[src/rtl/sspi_pkg.sv]
`timescale 1ns/1ps
package sspi_pkg;
  // Serial clock events in the system clock domain, already gated by select.
  typedef struct packed {
    logic sample;  // capture mosi
    logic launch;  // present the next miso bit
  } sclk_ev_t;
endpackage

[src/rtl/sspi_sync.sv]
`timescale 1ns/1ps
module sspi_sync #(
  parameter int WIDTH  = 1,
  parameter int STAGES = 2,
  parameter logic [WIDTH-1:0] INIT = '0
) (
  input  logic             clk,
  input  logic             rst_n,
  input  logic [WIDTH-1:0] d,
  output logic [WIDTH-1:0] q
);
  logic [STAGES-1:0][WIDTH-1:0] chain;

  always_ff @(posedge clk or negedge rst_n) begin
    if (!rst_n) begin
      chain <= {STAGES{INIT}};
    end else begin
      chain[0] <= d;
      for (int i = 1; i < STAGES; i++) chain[i] <= chain[i-1];
    end
  end

  assign q = chain[STAGES-1];
endmodule

[src/rtl/sspi_edge.sv]
`timescale 1ns/1ps
module sspi_edge
  import sspi_pkg::*;
#(
  parameter bit CPOL = 1'b0,
  parameter bit CPHA = 1'b0
) (
  input  logic     clk,
  input  logic     rst_n,
  input  logic     sclk_s,
  input  logic     cs_n_s,
  output sclk_ev_t ev,
  output logic     active,
  output logic     frame_start,
  output logic     frame_end
);
  logic sclk_d, cs_d;
  logic lead, trail;

  always_ff @(posedge clk or negedge rst_n) begin
    if (!rst_n) begin
      sclk_d      <= CPOL;
      cs_d        <= 1'b1;
      frame_start <= 1'b0;
      frame_end   <= 1'b0;
    end else begin
      sclk_d      <= sclk_s;
      cs_d        <= cs_n_s;
      frame_start <= cs_d & ~cs_n_s;
      frame_end   <= ~cs_d & cs_n_s;
    end
  end

  // leading edge leaves the idle level, trailing edge returns to it
  assign lead   = (sclk_d == CPOL) && (sclk_s != CPOL);
  assign trail  = (sclk_d != CPOL) && (sclk_s == CPOL);
  assign active = ~cs_n_s;

  always_comb begin
    ev.sample = active && (CPHA ? trail : lead);
    ev.launch = active && (CPHA ? lead : trail);
  end


  frame_start_pulse_chk: assert property (@(posedge clk) disable iff (!rst_n)
    frame_start |=> !frame_start);

  frame_end_pulse_chk: assert property (@(posedge clk) disable iff (!rst_n)
    frame_end |=> !frame_end);
endmodule

[src/rtl/sspi_rx.sv]
`timescale 1ns/1ps
module sspi_rx
  import sspi_pkg::*;
#(
  parameter int WORD_W = 8
) (
  input  logic              clk,
  input  logic              rst_n,
  input  logic              active,
  input  sclk_ev_t          ev,
  input  logic              mosi_s,
  output logic [WORD_W-1:0] rx_data,
  output logic              rx_valid,
  output logic              byte_done
);
  localparam int CNT_W = $clog2(WORD_W);
  localparam logic [CNT_W-1:0] LAST = CNT_W'(WORD_W - 1);

  logic [CNT_W-1:0]  bit_cnt;
  logic [WORD_W-2:0] acc;

  assign byte_done = ev.sample && (bit_cnt == LAST);

  always_ff @(posedge clk or negedge rst_n) begin
    if (!rst_n) begin
      bit_cnt  <= '0;
      acc      <= '0;
      rx_data  <= '0;
      rx_valid <= 1'b0;
    end else begin
      rx_valid <= byte_done;
      if (!active) begin
        bit_cnt <= '0;
      end else if (ev.sample) begin
        acc     <= {acc[WORD_W-3:0], mosi_s};
        bit_cnt <= byte_done ? '0 : bit_cnt + 1'b1;
        if (byte_done) rx_data <= {acc, mosi_s};
      end
    end
  end


  rx_valid_single_chk: assert property (@(posedge clk) disable iff (!rst_n)
    rx_valid |=> !rx_valid);

  rx_quiet_when_idle_chk: assert property (@(posedge clk) disable iff (!rst_n)
    !active |=> !rx_valid);
endmodule

[src/rtl/sspi_tx.sv]
`timescale 1ns/1ps
module sspi_tx
  import sspi_pkg::*;
#(
  parameter int WORD_W = 8,
  parameter bit CPHA   = 1'b0
) (
  input  logic              clk,
  input  logic              rst_n,
  input  logic              active,
  input  sclk_ev_t          ev,
  input  logic              byte_done,
  input  logic [WORD_W-1:0] tx_data,
  input  logic              tx_valid,
  output logic              tx_ready,
  output logic              miso_bit
);
  logic [WORD_W-1:0] stage_q, shreg;
  logic              stage_full, open;
  logic              start, push;

  // a byte begins on its first sampling edge (CPHA=0) or first launching edge (CPHA=1)
  assign start    = active && !open && (CPHA ? ev.launch : ev.sample);
  assign push     = tx_valid && !stage_full;
  assign tx_ready = !stage_full;

  always_ff @(posedge clk or negedge rst_n) begin
    if (!rst_n) begin
      stage_q    <= '0;
      stage_full <= 1'b0;
      shreg      <= '0;
      open       <= 1'b0;
    end else begin
      stage_full <= push | (stage_full & ~start);
      if (push) stage_q <= tx_data;
      if (!active) begin
        open <= 1'b0;
      end else if (start) begin
        shreg <= stage_full ? stage_q : '0;
        open  <= 1'b1;
      end else if (open) begin
        if (ev.launch) shreg <= {shreg[WORD_W-2:0], 1'b0};
        if (byte_done) open <= 1'b0;
      end
    end
  end

  // between bytes the pin previews the MSB the next byte will carry
  assign miso_bit = open ? shreg[WORD_W-1] : (stage_full & stage_q[WORD_W-1]);


  tx_accept_fills_chk: assert property (@(posedge clk) disable iff (!rst_n)
    (tx_valid && tx_ready) |=> !tx_ready);
endmodule

[src/rtl/serial_slave_port.sv]
`timescale 1ns/1ps
module serial_slave_port
  import sspi_pkg::*;
#(
  parameter bit CPOL        = 1'b0,
  parameter bit CPHA        = 1'b0,
  parameter int WORD_W      = 8,
  parameter int SYNC_STAGES = 2
) (
  input  logic              clk,
  input  logic              rst_n,
  input  logic              sclk_in,
  input  logic              cs_n_in,
  input  logic              mosi_in,
  input  logic              miso_in,
  output logic              miso_out,
  output logic              miso_oe,
  output logic [WORD_W-1:0] rx_data,
  output logic              rx_valid,
  input  logic [WORD_W-1:0] tx_data,
  input  logic              tx_valid,
  output logic              tx_ready,
  output logic              frame_start,
  output logic              frame_end
);
  localparam int PIN_N = 3;
  localparam logic [PIN_N-1:0] PIN_INIT = {CPOL, 1'b1, 1'b0};

  logic [PIN_N-1:0] pins_s;
  sclk_ev_t         ev;
  logic             active, byte_done;

  sspi_sync #(.WIDTH(PIN_N), .STAGES(SYNC_STAGES), .INIT(PIN_INIT)) u_sync (
    .clk (clk), .rst_n (rst_n),
    .d   ({sclk_in, cs_n_in, mosi_in}),
    .q   (pins_s)
  );

  sspi_edge #(.CPOL(CPOL), .CPHA(CPHA)) u_edge (
    .clk (clk), .rst_n (rst_n),
    .sclk_s (pins_s[2]), .cs_n_s (pins_s[1]),
    .ev (ev), .active (active),
    .frame_start (frame_start), .frame_end (frame_end)
  );

  sspi_rx #(.WORD_W(WORD_W)) u_rx (
    .clk (clk), .rst_n (rst_n),
    .active (active), .ev (ev), .mosi_s (pins_s[0]),
    .rx_data (rx_data), .rx_valid (rx_valid), .byte_done (byte_done)
  );

  sspi_tx #(.WORD_W(WORD_W), .CPHA(CPHA)) u_tx (
    .clk (clk), .rst_n (rst_n),
    .active (active), .ev (ev), .byte_done (byte_done),
    .tx_data (tx_data), .tx_valid (tx_valid), .tx_ready (tx_ready),
    .miso_bit (miso_out)
  );

  assign miso_oe = active;

  // checker: run length of select held high at the pin
  logic [7:0] hi_run;
  always_ff @(posedge clk or negedge rst_n) begin
    if (!rst_n)       hi_run <= '0;
    else if (!cs_n_in) hi_run <= '0;
    else if (hi_run != 8'hFF) hi_run <= hi_run + 1'b1;
  end


  oe_released_chk: assert property (@(posedge clk) disable iff (!rst_n)
    (hi_run >= 8'(SYNC_STAGES)) |-> !miso_oe);

  miso_readback_chk: assert property (@(posedge clk) disable iff (!rst_n)
    miso_oe |-> (miso_in == miso_out));
endmodule

[config.mk]
export PLATFORM = sky130hd
export DESIGN_NAME = serial_slave_port
export DESIGN_NICKNAME = d
export VERILOG_FILES = /design/src/rtl/sspi_pkg.sv /design/src/rtl/sspi_sync.sv /design/src/rtl/sspi_edge.sv /design/src/rtl/sspi_rx.sv /design/src/rtl/sspi_tx.sv /design/src/rtl/serial_slave_port.sv
export SDC_FILE = /design/constraint.sdc
export NUM_CORES = 1
export LEC_CHECK = 0
export BUFFER_PORTS_ARGS = -buffer_cell sky130_fd_sc_hd__buf_2
export CAP_MARGIN = 30
export CORE_MARGIN = 4
export CORE_UTILIZATION = 45
export CTS_CLUSTER_SIZE = 40
export DETAILED_ROUTE_END_ITERATION = 8
export PLACE_DENSITY_LB_ADDON = 0.1
export SYNTH_ARGS = -nofsm -noshare
export SYNTH_HDL_FRONTEND = slang
export SYNTH_SLANG_ARGS = --single-unit
[constraint.sdc]
create_clock -name clk -period 2.05 [get_ports clk]
set_clock_uncertainty 0.1 [all_clocks]
set_input_delay 0.1025 -clock clk [delete_from_list [all_inputs] [get_ports clk]]
set_output_delay 0.1025 -clock clk [all_outputs]
set_load 0.03 [all_outputs]
==> out/results.tsv, run 1 <==
metric	value	unit
dieWidth	72.6	um
fin_nets	192	
grt_pass1_wl	5.40	mm
async_reset_ff_frac	1.00	
drtAntennaViolNets	0	
cts_buffer_depth	2	
slew_violations	0	
hpwl	2.24	mm
layout_common_cells	dfrtp_1, mux2_2, buf_2	
crit_path_max_incr_delay	440	ps
syn_to_final_growth	22.0	%
nFillCells	353	
cts.clk_slew.worst_paths	80	ps
die-area	0.00527	mm2
ioPinCount	29	
yosysUniqueCellTypes	28	
cpMostUsedCell	ha_1	
n_antenna_cell	0	
root_buffer	clkbuf_8	
clk_latency	290	ps
ys_warn_count	0	
grt_usage	0.136	
synth_top_family_by_area	multiplexers	
finalHoldViolCount	0	
synth-main-ff-cell	dfrtp_1	
worst_pin_slew	469	ps
tns	0	ps
synth_simple_gate_area_share	0.0793	
cp_slowest_cell	nor3_4	
worstRegToRegCells	5	
core.rowCount	23	
setup.worst_path.class	reg2reg	
ys_seq_elements	47	
slew_headroom	0.686	
grt_pass1_vias	1152	
synth-xor-area-share	0	
drcViolationCount	0	
place_congestion	0.695	
setup_viol	0	
htreeDepth	2	
gr-total-overflow	0	
layout_commonest_cell	dfrtp_1	
die_y	72.6	um
cts_tree	built	
ys_seq_area_frac	0.629	
synth_adder_area_share	0.0133	
syn-cell-area	0.00188	mm2
vias	1117	
drt_wl_total	3.06	mm
status	finished clean	
synth_edf_count	0	
grt_antenna_before_repair	0	
detail_route.wl_per_cell	13.6	um
post-place-ws	176	ps
fmax	0.541	GHz
synth_cells	130	
hp-class	in2async	
period_share	0.902	
design.core.area	0.00403	mm2
synth.avg_cell_area	14.4	um2
power_leakage	1.10	nW
power_density	1020	mW/mm2
synth_compound_area_frac	0.0300	
initial_core_util	0.466	
port_buffers	27	
post-route-min-period	1850	ps
worstSetupStartpointType	flip-flop	
setup_ws	201	ps
detail_route.first_pass.iterations	2	
rsz0062_at_grt	no	
syn_nets	147	
cp.arrival	1930	ps
vdd_drop_max	0.614	mV
grt_max_degree	20	
synth_mux_area_frac	0.221	
cts.sinks	47	
drv_cap	0	
worst_setup_path_end_kind	flip-flop	
worstPathMaxFanout	9	
drtIter0Drc	67	
cp.required	2130	ps
via_per_inst	4.94	
stdcell_count	226	
drive_gt1_frac	0.415	
numCtsBuffers	5	
post-cts-setup-buffers	0	
crit_chain	ha_1, ha_1, inv_1, nor3_4, mux2_2	
dp.cells	206	
[cell usage after synthesis, types with 2 or more instances]
master,count,area (um2)
mux2i_1,11,110
dfstp_2,3,78.8
nor2_1,2,7.51
nand2_1,6,22.5
nor2b_1,2,12.5
and2_1,3,18.8
a21oi_1,2,10.0
ha_1,2,25.0
mux2_2,27,304
o21ai_0,3,15.0
buf_2,3,15.0
dfrtp_1,44,1100
inv_1,7,26.3
[metal layers]
metal,vias to the layer above,track usage,wire [um]
li1,532,-,-
met1,563,0.161,1290
met2,16,0.226,1580
met3,6,0.0455,141
met4,0,0.0553,57
met5,-,0,0
[flip-flops by register name (all words and copies together) (netlist names), 3 cells and up]
name and flops:
u_rx.rx_data 8, u_tx.shreg 8, u_tx.stage_q 8, u_rx.acc 7
u_rx.bit_cnt 3, u_sync.chain 3, u_sync.q 3
[area by class of cell]
cell class,count,area (um2),share of cell area
clock buffer,7,86.3,0.0377
clock inverter,1,5.00,0.00219
inverter,7,26.3,0.0115
multi-input combinational,71,644,0.281
sequential,47,1180,0.515
tap,50,62.6,0.0273
timing repair buffer,43,285,0.125
[path summary, 6_finish.rpt]
path / to / slack (ps) / from
worst max register to register: u_rx.rx_data[7] / 200 / u_rx.bit_cnt[0]
worst min register to register: u_sync.q[2] / 250 / u_sync.chain[2]
worst max-delay path: u_rx.rx_data[7] / 200 / u_rx.bit_cnt[0]
worst min-delay path: u_sync.q[2] / 120 / rst_n
max in group asynchronous: u_sync.q[1] / 1150 / rst_n
min in group clk: u_tx.stage_full / 240 / tx_valid
[worst max-delay path: cells and delay by family (launching register included)]
family	cells	cell delay, ps
muxes	1	390
buffers and inverters	1	90
and+or+nand+nor	1	440
adders and majority gates	2	320
DFF	1	380
[repair_timing]
action | 4_1_cts | 5_1_grt
hold buffers | 12 | 0
hold endpoints to repair | 55 | 0
resized for setup | 0 | 0
[through the flow]
step / hold slack, ps / utilization / total power [mW] / area [um2]
global route: 159 / 0.568 / 2.51 / 2290
detailed placement: -88.4 / 0.516 / 1.81 / 2080
global placement: -98.8 / 0.516 / 1.78 / 2080
CTS: 133 / 0.568 / 2.38 / 2290
finish: 117 / 0.568 / 2.35 / 2290
floorplan: -293 / - / 1.65 / 1880
[cells by family (layout without fill, tap and decap cells)]
| kind of cell | Yosys count | in the layout |
|---|---|---|
| AO/OA/AOI/OAI | 8 | 8 |
| multiplexers | 38 | 38 |
| flip-flops | 47 | 47 |
| buffers and inverters | 12 | 58 |
| adder cells (fa/ha/maj) | 2 | 2 |
| AND/OR/NAND/NOR | 23 | 23 |
[report_power, final]
part	internal [mW]	total, mW	switching (mW)
sequential	1.15	1.29	0.135
clock	0.272	0.557	0.285
combinational	0.277	0.501	0.225
total	1.70	2.35	0.645
No activity file was read; power rests on OpenSTA's default activity.
==> inputs of run 2 (changes only) <==
SYNTH_HIERARCHICAL = 1   (was not set)
==> run 2 against run 1 <==
Die area up 0.12%. Setup slack better by 260 ps. Synthesized cell count up 7.7%. Via count up 2.5%. Global-route usage down 0.50 points. Largest power group unchanged. Critical path depth down 2. Synthesized area up 0.13%. Routed wire length down 1.3%.
==> out/results.tsv, run 2 <==
metric	value	unit
fmax	0.631	GHz
htreeDepth	2	
syn_to_final_growth	21.4	%
root_buffer	clkbuf_8	
post-cts-setup-buffers	0	
power_density	1030	mW/mm2
setup_viol	0	
worst_setup_path_end_kind	flip-flop	
cts_buffer_depth	2	
cp.required	2130	ps
synthTopCellsByArea	dfrtp_1, mux2_2, dfstp_2	
stdcell_count	233	
setup.worst_path.class	reg2reg	
tns	0	ps
ys_seq_area_frac	0.628	
post-place-ws	452	ps
synth_adder_area_share	0.0133	
slew_violations	0	
synth_common_cells	dfrtp_1, mux2_2, nand2_1	
power.share.clock	0.292	
yosysMostFrequentCell	dfrtp_1	
synth_edf_count	0	
core.rowCount	23	
status	finished clean	
slew_headroom	0.618	
numCtsBuffers	5	
synth.avg_cell_area	13.4	um2
setup_ws	465	ps
cts.clk_slew.worst_paths	80	ps
vdd_drop_max	0.603	mV
synth-main-ff-cell	dfrtp_1	
drive_gt1_frac	0.372	
die-area	0.00527	mm2
synth_mux_area_frac	0.143	
layout_common_cells	dfrtp_1, buf_2, mux2_2	
clk_latency	290	ps
post-route-min-period	1590	ps
seq_power_share	0.525	
grt_antenna_before_repair	0	
ctsHoldBuffers	12	
port_buffers	27	
dp.cells	213	
top_regs	u_rx/rx_data: 8 flops, u_tx/shreg: 8 flops, u_tx/stage_q: 8 flops	
design.core.area	0.00403	mm2
n_antenna_cell	0	
drt_wl_total	3.02	mm
die_y	72.6	um
detail_route.first_pass.iterations	4	
initial_core_util	0.466	
period_share	0.773	
cts-resized-gates	0	
hp-start	tx_valid	
ioPinCount	29	
swShare	0.260	
r2r-start	u_sync/q[1]	
r2r_end	u_rx/acc[0]	
worstPathMaxFanout	10	
dieWidth	72.6	um
worst_pin_slew	573	ps
fin_nets	199	
crit_path_end	u_rx/acc[0]	
cp.arrival	1670	ps
vias	1145	
grt_pass1_wl	5.29	mm
synth_compound_area_frac	0.0632	
async_reset_ff_frac	1.00	
rrSetupSlack	460	ps
ys_seq_elements	47	
cts_tree	built	
cts.sinks	47	
place_congestion	0.711	
finalHoldViolCount	0	
grt_usage	0.131	
synth_top_family_by_area	multiplexers	
hp-class	in2reg	
comb_power_share	0.183	
rsz0062_at_grt	no	
drtAntennaViolNets	0	
worstRegToRegCells	3	
p_int	1.75	mW
power_leakage	1.13	nW
gr-total-overflow	0	
worstSetupStartpointType	flip-flop	
ys_warn_count	6	
via_per_inst	4.91	
syn_nets	157	
synth_cells	140	
synth-xor-area-share	0	
grt_max_degree	48	
synth_simple_gate_area_share	0.113	
drv_cap	0	
drcViolationCount	0	
drtIter0Drc	68	
yosysUniqueCellTypes	27	
p_sw	0.615	mW
layout_commonest_cell	dfrtp_1	
detail_route.wl_per_cell	13.0	um
crit_start	u_sync/q[1]	
yosysTopAreaCell	dfrtp_1	
grt_pass1_vias	1136	
hpwl	1.99	mm
synth.top_cell.area_share	0.586	
syn-cell-area	0.00188	mm2
==> run 2: changes by cell type after synthesis, sizes merged, moves of 3 or more <==
cell,previous run,this run
nor2,3,0
a31oi,0,7
inv,7,3
mux2,27,23
mux2i,11,1
nand2,6,18
buf,4,8
a21oi,3,7
==> run 2: per-layer routing <==
layer  routed length [um]  GRT usage
met1                 1420      0.184
met2                 1390      0.186
met3                  171     0.0427
met4                   49     0.0553
met5                    0          0
==> run 2: cell families (layout without fill, tap and decap cells) <==
kind of cell / Yosys count / count (layout)
flip-flops: 47 / 47
AND/OR/NAND/NOR: 36 / 36
multiplexers: 24 / 24
AO/OA/AOI/OAI: 20 / 20
buffers and inverters: 11 / 54
adder cells (fa/ha/maj): 2 / 2
==> run 2: worst min-delay path by stage <==
| stage | slack [ps] | to | cells after the start |
|---|---|---|---|
| final | 200 | u_tx/stage_q[0] | 3 |
| after global routing | 210 | u_tx/stage_q[1] | 3 |
| after CTS | 190 | u_tx/stage_q[0] | 3 |
| after detailed placement | 110 | u_sync/chain[1] | 1 |
| after global placement | 110 | u_sync/chain[1] | 1 |
| after floorplan | -290 | u_edge/frame_end | 0 |
==> run 2: stage by stage <==
stage | hold WS, ps | instance area [um2] | utilization | power [mW]
finish | 199 | 2280 | 0.566 | 2.36
global route | 209 | 2280 | 0.566 | 2.51
floorplan | -293 | 1880 | - | 1.55
global placement | 108 | 2040 | 0.507 | 1.66
CTS | 192 | 2280 | 0.566 | 2.40
detailed placement | 109 | 2040 | 0.507 | 1.68
==> run 2: area by class of cell <==
| type | instances | area, um2 |
|---|---|---|
| fill | 357 | 1750 |
| sequential | 47 | 1180 |
| multi-input combinational | 82 | 626 |
| timing repair buffer | 43 | 285 |
| clock buffer | 6 | 82.6 |
| tap | 50 | 62.6 |
| clock inverter | 2 | 35.0 |
| inverter | 3 | 11.3 |
==> run 2: worst max-delay path, stage by stage (launching register included) <==
cell	delay, ps
dfstp_2	590
inv_1	200
nand2_2	230
mux2_2	360
==> run 2: power by group through the flow <==
stage | clock network (mW) | logic (mW) | registers (mW)
after global placement | 0 | 0.407 | 1.25
after detailed placement | 0 | 0.420 | 1.26
final | 0.689 | 0.433 | 1.24
after CTS | 0.717 | 0.440 | 1.25
after global routing | 0.758 | 0.484 | 1.27
after floorplan | 0 | 0.318 | 1.23
==> inputs of run 3 (changes only) <==
clock period = 1.5 ns   (was 2.05 ns; I/O delays follow)
==> run 3 against run 2 <==
The flow now finishes with violations (negative setup slack). First-iteration DRC count down 37%. Maximum frequency down 1.1%. Critical path depth unchanged. Combinational power is 50% higher. Final area rose by 6.6%. Die area unchanged. Core utilization up 3.7 points. Sequential share of layout area is 3.2 points lower. Power increased by 39%.
==> out/results.tsv, run 3 (same netlist as run 2, synthesis figures left out) <==
metric	value	unit
layout_common_cells	dfrtp_1, buf_2, nand2_1	
drtIter0Drc	43	
dp.cells	217	
rsz0062_at_grt	yes	
worstSetupStartpointType	flip-flop	
dieWidth	72.6	um
status	complete, but fails checks	
detail_route.first_pass.iterations	4	
finalHoldViolCount	0	
ioPinCount	29	
drive_gt1_frac	0.417	
hpwl	2.28	mm
final_core_util	0.604	
comb_power_share	0.197	
p_sw	0.868	mW
crit_path_max_incr_delay	600	ps
slew_violations	0	
die_y	72.6	um
core.rowCount	23	
die-area	0.00527	mm2
gr-total-overflow	0	
setup_viol	23	
grt_pass1_vias	1215	
swShare	0.264	
cts.clk_slew.worst_paths	80	ps
power.share.clock	0.282	
r2r_end	u_rx/acc[3]	
via_per_inst	5.07	
grt_pass1_wl	5.57	mm
cts_buffer_depth	2	
drt_wl_total	3.40	mm
slew_headroom	0.700	
clk_latency	290	ps
drv_cap	0	
port_buffers	27	
setup_ws	-102	ps
rrSetupSlack	-100	ps
placed_area	0.00209	mm2
vias	1227	
power	3.29	mW
p_int	2.42	mW
seq_power_share	0.521	
cts.sinks	47	
syn_to_final_growth	29.4	%
worst_setup_path_end_kind	flip-flop	
post-route-min-period	1600	ps
root_buffer	clkbuf_8	
top_regs	u_rx/rx_data: 8 flops, u_tx/shreg: 8 flops, u_tx/stage_q: 8 flops	
vdd_drop_max	0.765	mV
design.core.area	0.00403	mm2
drtAntennaViolNets	0	
initial_core_util	0.466	
htreeDepth	2	
worstPathMaxFanout	8	
hp-class	in2async	
power_density	1350	mW/mm2
r2r-start	u_sync/q[1]	
crit_chain	clkinvlp_4, nand2_2, mux2_2	
cts_tree	built	
numCtsBuffers	5	
fmax	0.624	GHz
cp.required	1580	ps
grt_max_degree	30	
worst_pin_slew	450	ps
hold_ws	152	ps
fin_nets	208	
setup.worst_path.class	reg2reg	
fin_area	0.00243	mm2
detail_route.wl_per_cell	14.0	um
cp.arrival	1680	ps
grt_usage	0.139	
n_antenna_cell	0	
worstRegToRegCells	3	
power_leakage	1.20	nW
place_congestion	0.699	
violations	negative setup slack	
layout_commonest_cell	dfrtp_1	
cp_slowest_cell	dfstp_2	
stdcell_count	242	
drcViolationCount	0	
grt_antenna_before_repair	0	
period_share	1.07	
[run 3: cell types whose count changed in the layout (fill, tap and decap cells not counted), moves of 2 or more]
cell	previous run	this run
buf_2	27	25
mux2_2	23	15
nand3b_2	0	2
buf_6	0	4
mux2_4	0	8
buf_4	4	8
[run 3: routing by layer]
| metal | global-route usage | vias to the layer above | wire (um) |
|---|---|---|---|
| li1 | - | 592 | - |
| met1 | 0.180 | 604 | 1480 |
| met2 | 0.216 | 25 | 1690 |
| met3 | 0.0441 | 6 | 166 |
| met4 | 0.0594 | 0 | 65 |
| met5 | 0 | - | 0 |
[run 3: final cells by class]
cell class,instances,area [um2]
Fill cell,337,1600
Sequential cell,47,1180
Multi-Input combinational cell,84,687
Timing Repair Buffer,50,370
Clock buffer,6,82.6
Tap cell,50,62.6
Clock inverter,2,35.0
Inverter,3,15.0
[run 3: critical path: cells and delay by family (launching register included)]
family	cells	cell delay [ps]
flip-flops	1	600
buffers and inverters	1	200
multiplexers	1	360
AND/OR/NAND/NOR	1	220
[run 3: stage by stage]
step           TNS (ps)  worst slack, ps
2_1_floorplan     -2930             -144
3_3_place_gp       -320            -24.5
3_5_place_dp       -626            -56.1
4_1_cts           -1900             -117
5_1_grt           -2980             -160
6_report          -1510             -102
[run 3: power by group through the flow]
stage / Clock, mW / Combinational [mW] / Sequential [mW]
finish: 0.926 / 0.649 / 1.71
global route: 1.01 / 0.717 / 1.75
CTS: 0.961 / 0.641 / 1.72
detailed placement: 0 / 0.601 / 1.74
global placement: 0 / 0.570 / 1.71
floorplan: 0 / 0.435 / 1.68
[run 3: how the worst max path moves through the flow]
stage          slack, ps         endpoint       startpoint  depth (start not counted)
2_1_floorplan       -140      u_rx/acc[0]      u_sync/q[1]                          4
3_3_place_gp         -20  u_rx/rx_data[1]  u_rx/bit_cnt[0]                          4
3_5_place_dp         -60      u_rx/acc[3]      u_sync/q[1]                          3
4_1_cts             -120      u_rx/acc[3]      u_sync/q[1]                          3
5_1_grt             -160      u_rx/acc[3]      u_sync/q[1]                          3
6_report            -100      u_rx/acc[3]      u_sync/q[1]                          3
[run 3: repair_timing]
item	in CTS	in global routing
gates cloned	0	2
pin swaps	0	1
buffers inserted	2	1
setup endpoints to repair	23	28
resized for setup	14	3
endpoints found under the hold margin	56	0
hold buffers	12	0
